--- config.mk ---
export PLATFORM = sky130hd
export DESIGN_NAME = tlb_pginv
export DESIGN_NICKNAME = d
export VERILOG_FILES = /design/src/rtl/tlb_pginv_pkg.sv /design/src/rtl/tlb_pginv_classify.sv /design/src/rtl/tlb_pginv_store.sv /design/src/rtl/tlb_pginv.sv
export SDC_FILE = /design/constraint.sdc
export NUM_CORES = 2
export LEC_CHECK = 0
export ABC_CLOCK_PERIOD_IN_PS = 7650
export BUFFER_PORTS_ARGS = -buffer_cell sky130_fd_sc_hd__buf_2
export CORE_ASPECT_RATIO = 0.5
export CORE_MARGIN = 1
export CORE_UTILIZATION = 46
export CTS_CLUSTER_DIAMETER = 40
export DETAILED_ROUTE_END_ITERATION = 7
export PLACE_DENSITY = 0.73
export SYNTH_ARGS = -nofsm -noshare
export SYNTH_HDL_FRONTEND = slang
export SYNTH_SLANG_ARGS = --single-unit
--- constraint.sdc ---
create_clock -name clk -period 7.65 [get_ports clk]
set_clock_uncertainty 0.05 [all_clocks]
set_input_delay 1.1475 -clock clk [delete_from_list [all_inputs] [get_ports clk]]
set_output_delay 1.1475 -clock clk [all_outputs]
set_load 0.01 [all_outputs]
--- src/rtl/tlb_pginv_pkg.sv ---
// Shared types for the page-invalidate translation buffer.
// Assumes 2-bit outcome encoding consumed by the fault-delivery logic.
package tlb_pginv_pkg;
    typedef enum logic [1:0] {
        INV_DONE  = 2'd0,
        INV_NOOP  = 2'd1,
        INV_GP    = 2'd2,
        INV_UD    = 2'd3
    } inv_code_e;
endpackage

--- src/rtl/tlb_pginv_classify.sv ---
// Classifies a page-invalidate request into an outcome code.
// Priority: register operand / lock prefix, then privilege, then canonical form.
// Assumes the canonical range is bits VA_W-1 down to CANON_MSB.
module tlb_pginv_classify
    import tlb_pginv_pkg::*;
#(
    parameter int VA_W      = 64,
    parameter int CANON_MSB = 47
) (
    input  logic            req,
    input  logic [VA_W-1:0] va,
    input  logic [1:0]      cpl,
    input  logic            reg_op,
    input  logic            lock,
    input  logic            mode64,
    output inv_code_e       code,
    output logic            kill
);
    localparam int HI_W = VA_W - CANON_MSB;

    logic [HI_W-1:0] hi_bits;
    logic            canonical;

    assign hi_bits   = va[VA_W-1:CANON_MSB];
    assign canonical = (&hi_bits) | ~(|hi_bits);

    // Outcome selection in fixed priority order.
    always_comb begin
        if (reg_op || lock)            code = INV_UD;
        else if (cpl != 2'd0)          code = INV_GP;
        else if (mode64 && !canonical) code = INV_NOOP;
        else                           code = INV_DONE;
    end

    assign kill = req && (code == INV_DONE);
endmodule

--- src/rtl/tlb_pginv_store.sv ---
// Fully associative entry array: combinational lookup, fill with
// in-place update or round-robin allocation, single-page kill, full flush.
// Assumes a kill and a fill of the same page in one cycle drop the fill.
module tlb_pginv_store #(
    parameter int N     = 8,
    parameter int VPN_W = 52,
    parameter int PPN_W = 28
) (
    input  logic             clk,
    input  logic             rst_n,
    input  logic [VPN_W-1:0] lk_vpn,
    output logic             lk_hit,
    output logic [PPN_W-1:0] lk_ppn,
    input  logic             fill_en,
    input  logic [VPN_W-1:0] fill_vpn,
    input  logic [PPN_W-1:0] fill_ppn,
    input  logic             kill_en,
    input  logic [VPN_W-1:0] kill_vpn,
    input  logic             flush_all
);
    localparam int PTR_W = (N > 1) ? $clog2(N) : 1;
    localparam logic [PTR_W-1:0] LAST = PTR_W'(N - 1);

    logic [N-1:0]     valid_q;
    logic [VPN_W-1:0] vpn_q [N];
    logic [PPN_W-1:0] ppn_q [N];
    logic [PTR_W-1:0] ptr_q;
    logic [N-1:0]     lk_match, fill_match, kill_match;
    logic             fill_hit, fill_go;

    // Per-entry tag comparators.
    for (genvar i = 0; i < N; i++) begin : g_cmp
        assign lk_match[i]   = valid_q[i] && (vpn_q[i] == lk_vpn);
        assign fill_match[i] = valid_q[i] && (vpn_q[i] == fill_vpn);
        assign kill_match[i] = valid_q[i] && (vpn_q[i] == kill_vpn);
    end

    // Lookup: OR-reduce the physical page of the matching entry.
    always_comb begin
        lk_ppn = '0;
        for (int i = 0; i < N; i++)
            if (lk_match[i]) lk_ppn = lk_ppn | ppn_q[i];
    end
    assign lk_hit = |lk_match;

    assign fill_hit = |fill_match;
    assign fill_go  = fill_en && !flush_all && !(kill_en && kill_vpn == fill_vpn);

    // Entry state update: reset, flush, kill, then fill.
    always_ff @(posedge clk) begin
        if (!rst_n) begin
            valid_q <= '0;
            ptr_q   <= '0;
            for (int i = 0; i < N; i++) begin
                vpn_q[i] <= '0;
                ppn_q[i] <= '0;
            end
        end else if (flush_all) begin
            valid_q <= '0;
        end else begin
            for (int i = 0; i < N; i++)
                if (kill_en && kill_match[i]) valid_q[i] <= 1'b0;
            if (fill_go) begin
                if (fill_hit) begin
                    for (int i = 0; i < N; i++)
                        if (fill_match[i]) ppn_q[i] <= fill_ppn;
                end else begin
                    valid_q[ptr_q] <= 1'b1;
                    vpn_q[ptr_q]   <= fill_vpn;
                    ppn_q[ptr_q]   <= fill_ppn;
                    ptr_q          <= (ptr_q == LAST) ? '0 : ptr_q + 1'b1;
                end
            end
        end
    end

    // a page is never held twice.
    a_r1_single_match: assert property (@(posedge clk) disable iff (!rst_n)
        $onehot0(lk_match));

    // flush empties the array.
    a_r8_flush_clears: assert property (@(posedge clk) disable iff (!rst_n)
        flush_all |=> (valid_q == '0));

    // nothing valid right after reset.
    a_r10_reset_empty: assert property (@(posedge clk)
        !rst_n |=> (valid_q == '0));

    // a killed page leaves its entry invalid.
    for (genvar i = 0; i < N; i++) begin : g_kill_chk
        a_r3_kill_removes: assert property (@(posedge clk) disable iff (!rst_n)
            (kill_en && kill_match[i] && !(ptr_q == PTR_W'(i) && fill_go && !fill_hit))
            |=> !valid_q[i]);
    end
endmodule

--- src/rtl/tlb_pginv.sv ---
// Top level: translation buffer with a checked page-invalidate port.
// Response is registered one cycle after the request; entries change
// at the same edge. Assumes 4 KiB pages.
module tlb_pginv
    import tlb_pginv_pkg::*;
#(
    parameter int VA_W       = 64,
    parameter int PAGE_BITS  = 12,
    parameter int PPN_W      = 28,
    parameter int N_ENTRIES  = 8,
    parameter int CANON_MSB  = 47,
    parameter int VPN_W      = VA_W - PAGE_BITS
) (
    input  logic             clk,
    input  logic             rst_n,
    input  logic [VPN_W-1:0] lk_vpn,
    output logic             lk_hit,
    output logic [PPN_W-1:0] lk_ppn,
    input  logic             fill_en,
    input  logic [VPN_W-1:0] fill_vpn,
    input  logic [PPN_W-1:0] fill_ppn,
    input  logic             inv_req,
    input  logic [VA_W-1:0]  inv_va,
    input  logic [1:0]       inv_cpl,
    input  logic             inv_reg_op,
    input  logic             inv_lock,
    input  logic             inv_mode64,
    input  logic             flush_all,
    output logic             inv_rsp_vld,
    output logic [1:0]       inv_rsp_code
);
    inv_code_e        cls_code;
    logic             kill_en;
    logic [VPN_W-1:0] kill_vpn;

    assign kill_vpn = inv_va[VA_W-1:PAGE_BITS];

    tlb_pginv_classify #(.VA_W(VA_W), .CANON_MSB(CANON_MSB)) u_cls (
        .req    (inv_req),
        .va     (inv_va),
        .cpl    (inv_cpl),
        .reg_op (inv_reg_op),
        .lock   (inv_lock),
        .mode64 (inv_mode64),
        .code   (cls_code),
        .kill   (kill_en)
    );

    tlb_pginv_store #(.N(N_ENTRIES), .VPN_W(VPN_W), .PPN_W(PPN_W)) u_store (
        .clk       (clk),
        .rst_n     (rst_n),
        .lk_vpn    (lk_vpn),
        .lk_hit    (lk_hit),
        .lk_ppn    (lk_ppn),
        .fill_en   (fill_en),
        .fill_vpn  (fill_vpn),
        .fill_ppn  (fill_ppn),
        .kill_en   (kill_en),
        .kill_vpn  (kill_vpn),
        .flush_all (flush_all)
    );

    // Response register: strobe and outcome one cycle after the request.
    always_ff @(posedge clk) begin
        if (!rst_n) begin
            inv_rsp_vld  <= 1'b0;
            inv_rsp_code <= 2'd0;
        end else begin
            inv_rsp_vld  <= inv_req;
            inv_rsp_code <= inv_req ? cls_code : 2'd0;
        end
    end

    // every request answered next cycle.
    a_r7_rsp_follows_req: assert property (@(posedge clk) disable iff (!rst_n)
        inv_req |=> inv_rsp_vld);
    // no response without a request.
    a_r7_no_spurious_rsp: assert property (@(posedge clk) disable iff (!rst_n)
        !inv_req |=> !inv_rsp_vld);
    // register operand or lock prefix gives UD.
    a_r4_ud_code: assert property (@(posedge clk) disable iff (!rst_n)
        (inv_req && (inv_reg_op || inv_lock)) |=> (inv_rsp_code == 2'd3));
    // nonzero privilege without UD causes gives GP.
    a_r5_gp_code: assert property (@(posedge clk) disable iff (!rst_n)
        (inv_req && !inv_reg_op && !inv_lock && inv_cpl != 2'd0) |=> (inv_rsp_code == 2'd2));
    // non-canonical in 64-bit mode, no fault causes: no-op.
    a_r6_noncanon_noop: assert property (@(posedge clk) disable iff (!rst_n)
        (inv_req && !inv_reg_op && !inv_lock && inv_cpl == 2'd0 && inv_mode64
         && !(&inv_va[VA_W-1:CANON_MSB]) && (|inv_va[VA_W-1:CANON_MSB]))
        |=> (inv_rsp_code == 2'd1));
endmodule

# After elaboration in Yosys (flattened, before gate mapping)
# Memories as Yosys holds them, arrays and structs flattened.
# Index checks and enable logic that the tools add are counted.
# totals
input_bits	206
mem_bits_ro	0
mem_bits_rw	640
register_bits	14
latchBits	0
memories	2
# mem_list
memory	words	width	read_ports	rd_clocked_by_memory_dff	wr	line	text
u_store.vpn_q	8	52	8	0	8	tlb_pginv_store.sv:25	logic [VPN_W-1:0] vpn_q [N];
u_store.ppn_q	8	28	8	0	8	tlb_pginv_store.sv:26	logic [PPN_W-1:0] ppn_q [N];
# op_classes
bitwise_logic	21
mul	0
magnitude_cmp	2
shift	0
mux	108
reduce_logical	53
n_eq_ne	26
div_mod_pow	0
add_sub_neg	1
# op_table
operator	n
52-bit equality test	25
28-bit 2-to-1 mux	17
28-bit OR	7
1-bit 2-to-1 mux	82
52-bit 2-to-1 mux	1
52-bit OR reduction	1
1-bit logical AND	38
28-bit OR reduction	1
17-bit AND reduction	1
17-bit OR reduction	1
8-bit 2-to-1 mux	2
8-bit OR reduction	2
3-bit 2-to-1 mux	3
1-bit OR	9
8-bit OR	1
3-bit by 4-bit < comparator with 1-bit output (second input constant)	1
2-bit 2-to-1 mux	2
1-bit inverter	4
3-bit by 1-bit adder with 3-bit output (second input constant)	1
1-bit demux with 3-bit select	1
3-bit equality test (second input constant)	1
3-bit by 1-bit greater-or-equal comparator with 1-bit output (second input constant)	1
1-bit logical NOT	3
3-bit AND reduction	1
5 further kinds	5

# Logic depth before layout (Yosys ltp)
# depth
ltp_word	19
mapped_depth	12
mapped_depth_nobuf	8

# By module
# Synthesis repeated with hierarchy kept, for this count alone.
# hier_totals
cells_unflattened	3803
area_unflattened_um2	40007.1
# by_module_without_submodules
mod	seq_area_each_um2	instances	cells_each	area_each_um2
tlb_pginv_store	19438.6	1	3777	39793.2
tlb_pginv_classify	0.0	1	20	135.1
tlb_pginv	60.1	1	6	78.8

# Worst setup path after synthesis
# No wires, ideal clock.
# synth_path
path_kind	input to register
startpoint	input inv_va[51]
endpoint	memory u_store.ppn_q[2][0], enable pin
t_required_ns	7.214
arrival_ns	4.312
setup_slack_ns	2.901
cell_stages	10
cell_sequence	buf_2 > nor4_1 > nand4_1 > o22ai_2 > o211ai_2 > o311a_4 > nor4b_4 > buf_6 > a31o_2 > or2_1
# synth_lines
item	line	text
start: declaration	tlb_pginv.sv:23	input logic [VA_W-1:0] inv_va,
end: declaration	tlb_pginv_store.sv:26	

# Final worst setup path
# layout_path
startpoint	input lk_vpn[42]
endpoint	output lk_ppn[4]
# layout_via
elab_chain_cells	17
word_cells_on_any_way	31
cone_classes	8 x eq/ne; 8 x mux; 7 x bitwise; 8 x reduce/logical
# layout_rtl
item	line	text
start: declaration	tlb_pginv.sv:16	input logic [VPN_W-1:0] lk_vpn,
52-bit equality test	tlb_pginv_store.sv:33	assign lk_match[i] = valid_q[i] && (vpn_q[i] == lk_vpn);
1-bit logical AND	tlb_pginv_store.sv:33	
28-bit 2-to-1 mux	tlb_pginv_store.sv:42	if (lk_match[i]) lk_ppn = lk_ppn | ppn_q[i];
28-bit OR	tlb_pginv_store.sv:42	
28-bit 2-to-1 mux	tlb_pginv_store.sv:42	
28-bit OR	tlb_pginv_store.sv:42	
28-bit 2-to-1 mux	tlb_pginv_store.sv:42	
28-bit OR	tlb_pginv_store.sv:42	
28-bit 2-to-1 mux	tlb_pginv_store.sv:42	
28-bit OR	tlb_pginv_store.sv:42	
28-bit 2-to-1 mux	tlb_pginv_store.sv:42	
28-bit OR	tlb_pginv_store.sv:42	
28-bit 2-to-1 mux	tlb_pginv_store.sv:42	
28-bit OR	tlb_pginv_store.sv:42	
28-bit 2-to-1 mux	tlb_pginv_store.sv:42	
28-bit OR	tlb_pginv_store.sv:42	
28-bit 2-to-1 mux (*)	tlb_pginv_store.sv:42	
end: declaration	tlb_pginv.sv:18	output logic [PPN_W-1:0] lk_ppn,
# Mark *: on every way between the ends. The rest lies on a longest branch, timed or not.

==> metrics <==
status complete, but fails checks; failing checks max-capacitance violations, max-slew violations; DR DRC count 0; fill cell count 7,717; Die W 419 µm; Total GRT Usage 54.4%; critical-path cell list buf_2 > xnor2_1 > nand4_1 > nor4_1 > nand4_1 > nor3_2 > buf_4 > a221oi_1 > nand3_1 > buf_2; final hold vios 0; final setup violating endpoints 0; largest net degree at the start of global routing 105; clock latency on the worst-skew pair 0.73 ns; CP required 6.45 ns; VDD IR max 0.199 mV; synthesized flop and latch total 654; Setup crit end kind output port; CTS max path bufs 3; Period Utilization, post-route 81.4%; Setup Crit Path Kind in2out; Syn-to-layout area delta 12.7%; unique cell type count in the Yosys netlist 57; CTS Hold Bufs 0; DRT Pass-1 Iters 8; worst slew pin tran 1.59 ns; core area 86,100 µm²; Rows 76; Worst EP arrival 5.03 ns; Worst path slowest cell nor4_1; worst-path maximum fanout 29; Synth Instances 3,720; initial antenna violation count 10; startpoint types input port; switching share of power 32.2%; top_reg_cell synth edfxtp_1; Starting Density 46.5%; MaxCap Viol Count 2; Cell Int Power 6.74 mW; Sequential Power Share 43.4%; detailed placement HPWL 168 mm; Clock power frac 40.5%; Post-synth EDFFs 640; routed wire length 244 mm; Rel. slew slack -6.75%; Final Critical Period 6.23 ns; setup TNS 0 ns; Synth Area per Inst 10.8 µm²; Syn Nets 3,928; I/O pin total 238; Max Freq 0.161 GHz; first-pass GRT wire length 310 mm; share of cells above drive strength 1 12.8%; Clock transition at path regs 0.06 ns; PortBufs 225; switching power 3.20 mW; Final Max Tran Viols 2; pwr dens 221 nW/µm²; vias per std cell 6.98; number of synthesis warnings 0; RSZ-0062 raised after global routing no; post-synthesis sequential area ratio 48.7%; setup bufs post-CTS 0; CTS buffer count 79; vias in the first global route 32,556; post_cts resized 0; CTS tree built; Comb pwr share 16.1%; chip height 211 µm; Leak 15.9 nW; WL/cell 47.7 µm; vias 35,753; DRT iter0 DRCs 6,701; mapped cell area 40,000 µm²; slowest stage delay, CP 1.14 ns; die area 88,200 µm²; clk root buf clkbuf_16; Final Wtd Congestion 1.16; final antenna-violating net count 0; CTS sink count 654; H-tree levels 3; Power, Total 9.95 mW; Worst Hold Class reg2reg; total grt overflow 0; asr flop ratio synth 0%; Final nets 4,088
[worst paths after layout]
path / cells after the start / slack (ns) / end / startpoint
worst max-delay path: 10 / 1.42 / lk_ppn[4] / lk_vpn[42]
worst min-delay path: 2 / 0.48 / u_store.valid_q[0]$_SDFF_PP0_ / u_store.valid_q[0]$_SDFF_PP0_
worst max register to register: 10 / 2.46 / u_store.vpn_q[4][47]$_SDFFCE_PN0P_ / u_store.vpn_q[4][28]$_SDFFCE_PN0P_
worst min register to register: 2 / 0.48 / u_store.valid_q[0]$_SDFF_PP0_ / u_store.valid_q[0]$_SDFF_PP0_
[cells by family (layout without fill, tap and decap cells)]
logic type,Yosys count,after routing,synth area share [%]
simple gates,1252,1252,15.7
xor+xnor,1208,1208,26.5
flops,654,654,48.7
buf+inv,364,588,4.16
compound gates,239,239,4.83
fa+ha+maj,2,2,0.0626
mux,1,1,0.0250
other cells,0,8,0
[state kept, by name (all words and copies together) (netlist names)]
signal	count
inv_rsp_code	2
inv_rsp_vld	1
u_store.ppn_q	224
u_store.ptr_q	3
u_store.valid_q	8
u_store.vpn_q	416
[metrics by stage]
stage | area (µm²) | utilization, % | setup WS (ns) | hold slack, ns | instances
floorplan | 40000 | - | 2.90 | 0.410 | 3720
global placement | 42300 | 49.2 | 1.58 | 0.455 | 4969
detailed placement | 42300 | 49.2 | 1.60 | 0.457 | 4969
CTS | 45000 | 52.3 | 1.88 | 0.467 | 5114
global route | 45000 | 52.3 | 1.51 | 0.504 | 5114
finish | 45100 | 52.4 | 1.42 | 0.485 | 5122
[power groups by stage]
stage / Combinational (mW) / Sequential, mW / Clock, mW
after floorplan: 0.785 / 4.28 / 0
after global placement: 1.47 / 4.37 / 0
after detailed placement: 1.47 / 4.37 / 0
after CTS: 1.48 / 4.30 / 4.00
after global routing: 1.56 / 4.31 / 4.13
final: 1.60 / 4.32 / 4.03
[layout by cell type, fill, tap and decap left out, drive strengths merged, types with 4 or more instances in the layout]
master | netlist | routed
a2111oi | 7 | 7
a21oi | 16 | 16
a221oi | 31 | 31
a222oi | 4 | 4
a22o | 36 | 36
a22oi | 68 | 68
and3 | 53 | 53
and4 | 6 | 6
buf | 168 | 342
bufinv | 0 | 6
clkbuf | 95 | 91
clkinv | 0 | 26
clkinvlp | 0 | 7
dfxtp | 14 | 14
diode | 0 | 8
edfxtp | 640 | 640
inv | 101 | 116
nand2 | 103 | 103
nand2b | 55 | 55
nand3 | 47 | 47
nand3b | 5 | 5
nand4 | 235 | 235
nor2 | 517 | 517
nor2b | 40 | 40
nor3 | 12 | 12
nor4 | 167 | 167
o21ai | 14 | 14
o221ai | 5 | 5
o22ai | 30 | 30
o2bb2ai | 16 | 16
or4 | 4 | 4
xnor2 | 769 | 769
xor2 | 439 | 439
[cell usage after synthesis (all sizes together), types with 2 or more instances]
| cell | instances | area share [%] |
|---|---|---|
| edfxtp | 640 | 48 |
| nor4 | 167 | 2.6 |
| a221o | 2 | 0.050 |
| o211ai | 2 | 0.050 |
| clkbuf | 95 | 0.89 |
| nand2 | 103 | 0.97 |
| ha | 2 | 0.063 |
| nand2b | 55 | 0.86 |
| nand3 | 47 | 0.64 |
| a221oi | 31 | 0.68 |
| nor2b | 40 | 0.63 |
| nor4bb | 2 | 0.050 |
| a22o | 36 | 0.79 |
| nor3 | 12 | 0.15 |
| o221ai | 5 | 0.11 |
| inv | 101 | 0.95 |
| o2bb2ai | 16 | 0.35 |
| a222oi | 4 | 0.10 |
| o2111ai | 2 | 0.044 |
| nor2 | 517 | 4.9 |
| dfxtp | 14 | 0.70 |
| or4 | 4 | 0.075 |
| o21ai | 14 | 0.18 |
| nand3b | 5 | 0.094 |
| xnor2 | 769 | 17 |
| buf | 168 | 2.3 |
| and4 | 6 | 0.13 |
| a22oi | 68 | 1.3 |
| nand4 | 235 | 3.7 |
| a21oi | 16 | 0.31 |
| and3 | 53 | 0.83 |
| a2111oi | 7 | 0.18 |
| xor2 | 439 | 9.6 |
| o22ai | 30 | 0.48 |
[per-layer routing]
| layer | vias up | share of wire, % | track usage, % |
|---|---|---|---|
| li1 | 13360 | - | - |
| met1 | 17789 | 36 | 66.8 |
| met2 | 3562 | 37 | 70.7 |
| met3 | 1032 | 16 | 28.1 |
| met4 | 10 | 9.6 | 42.7 |
| met5 | - | 0.20 | 3.66 |
[area by class of cell]
cell class / instances / area [µm²] / share of cell area, %
clock inverters: 54 / 687 / 1.52
clock buffers: 91 / 2040 / 4.53
well taps: 1170 / 1460 / 3.25
inverters: 101 / 379 / 0.841
multi-input cells: 2702 / 18900 / 42.0
repair buffers: 342 / 2030 / 4.50
flip-flops and latches: 654 / 19500 / 43.3
diodes: 8 / 20.0 / 0.0444
[worst max-delay path: cells and delay by family]
family | cells | cell delay, ns
and+or+nand+nor | 5 | 2.09
AOI/OAI and AO/OA | 1 | 0.19
xor gates and xnor gates | 1 | 0.21
buffers and inverters | 3 | 1.30
No activity file was read; power rests on OpenSTA's default activity.
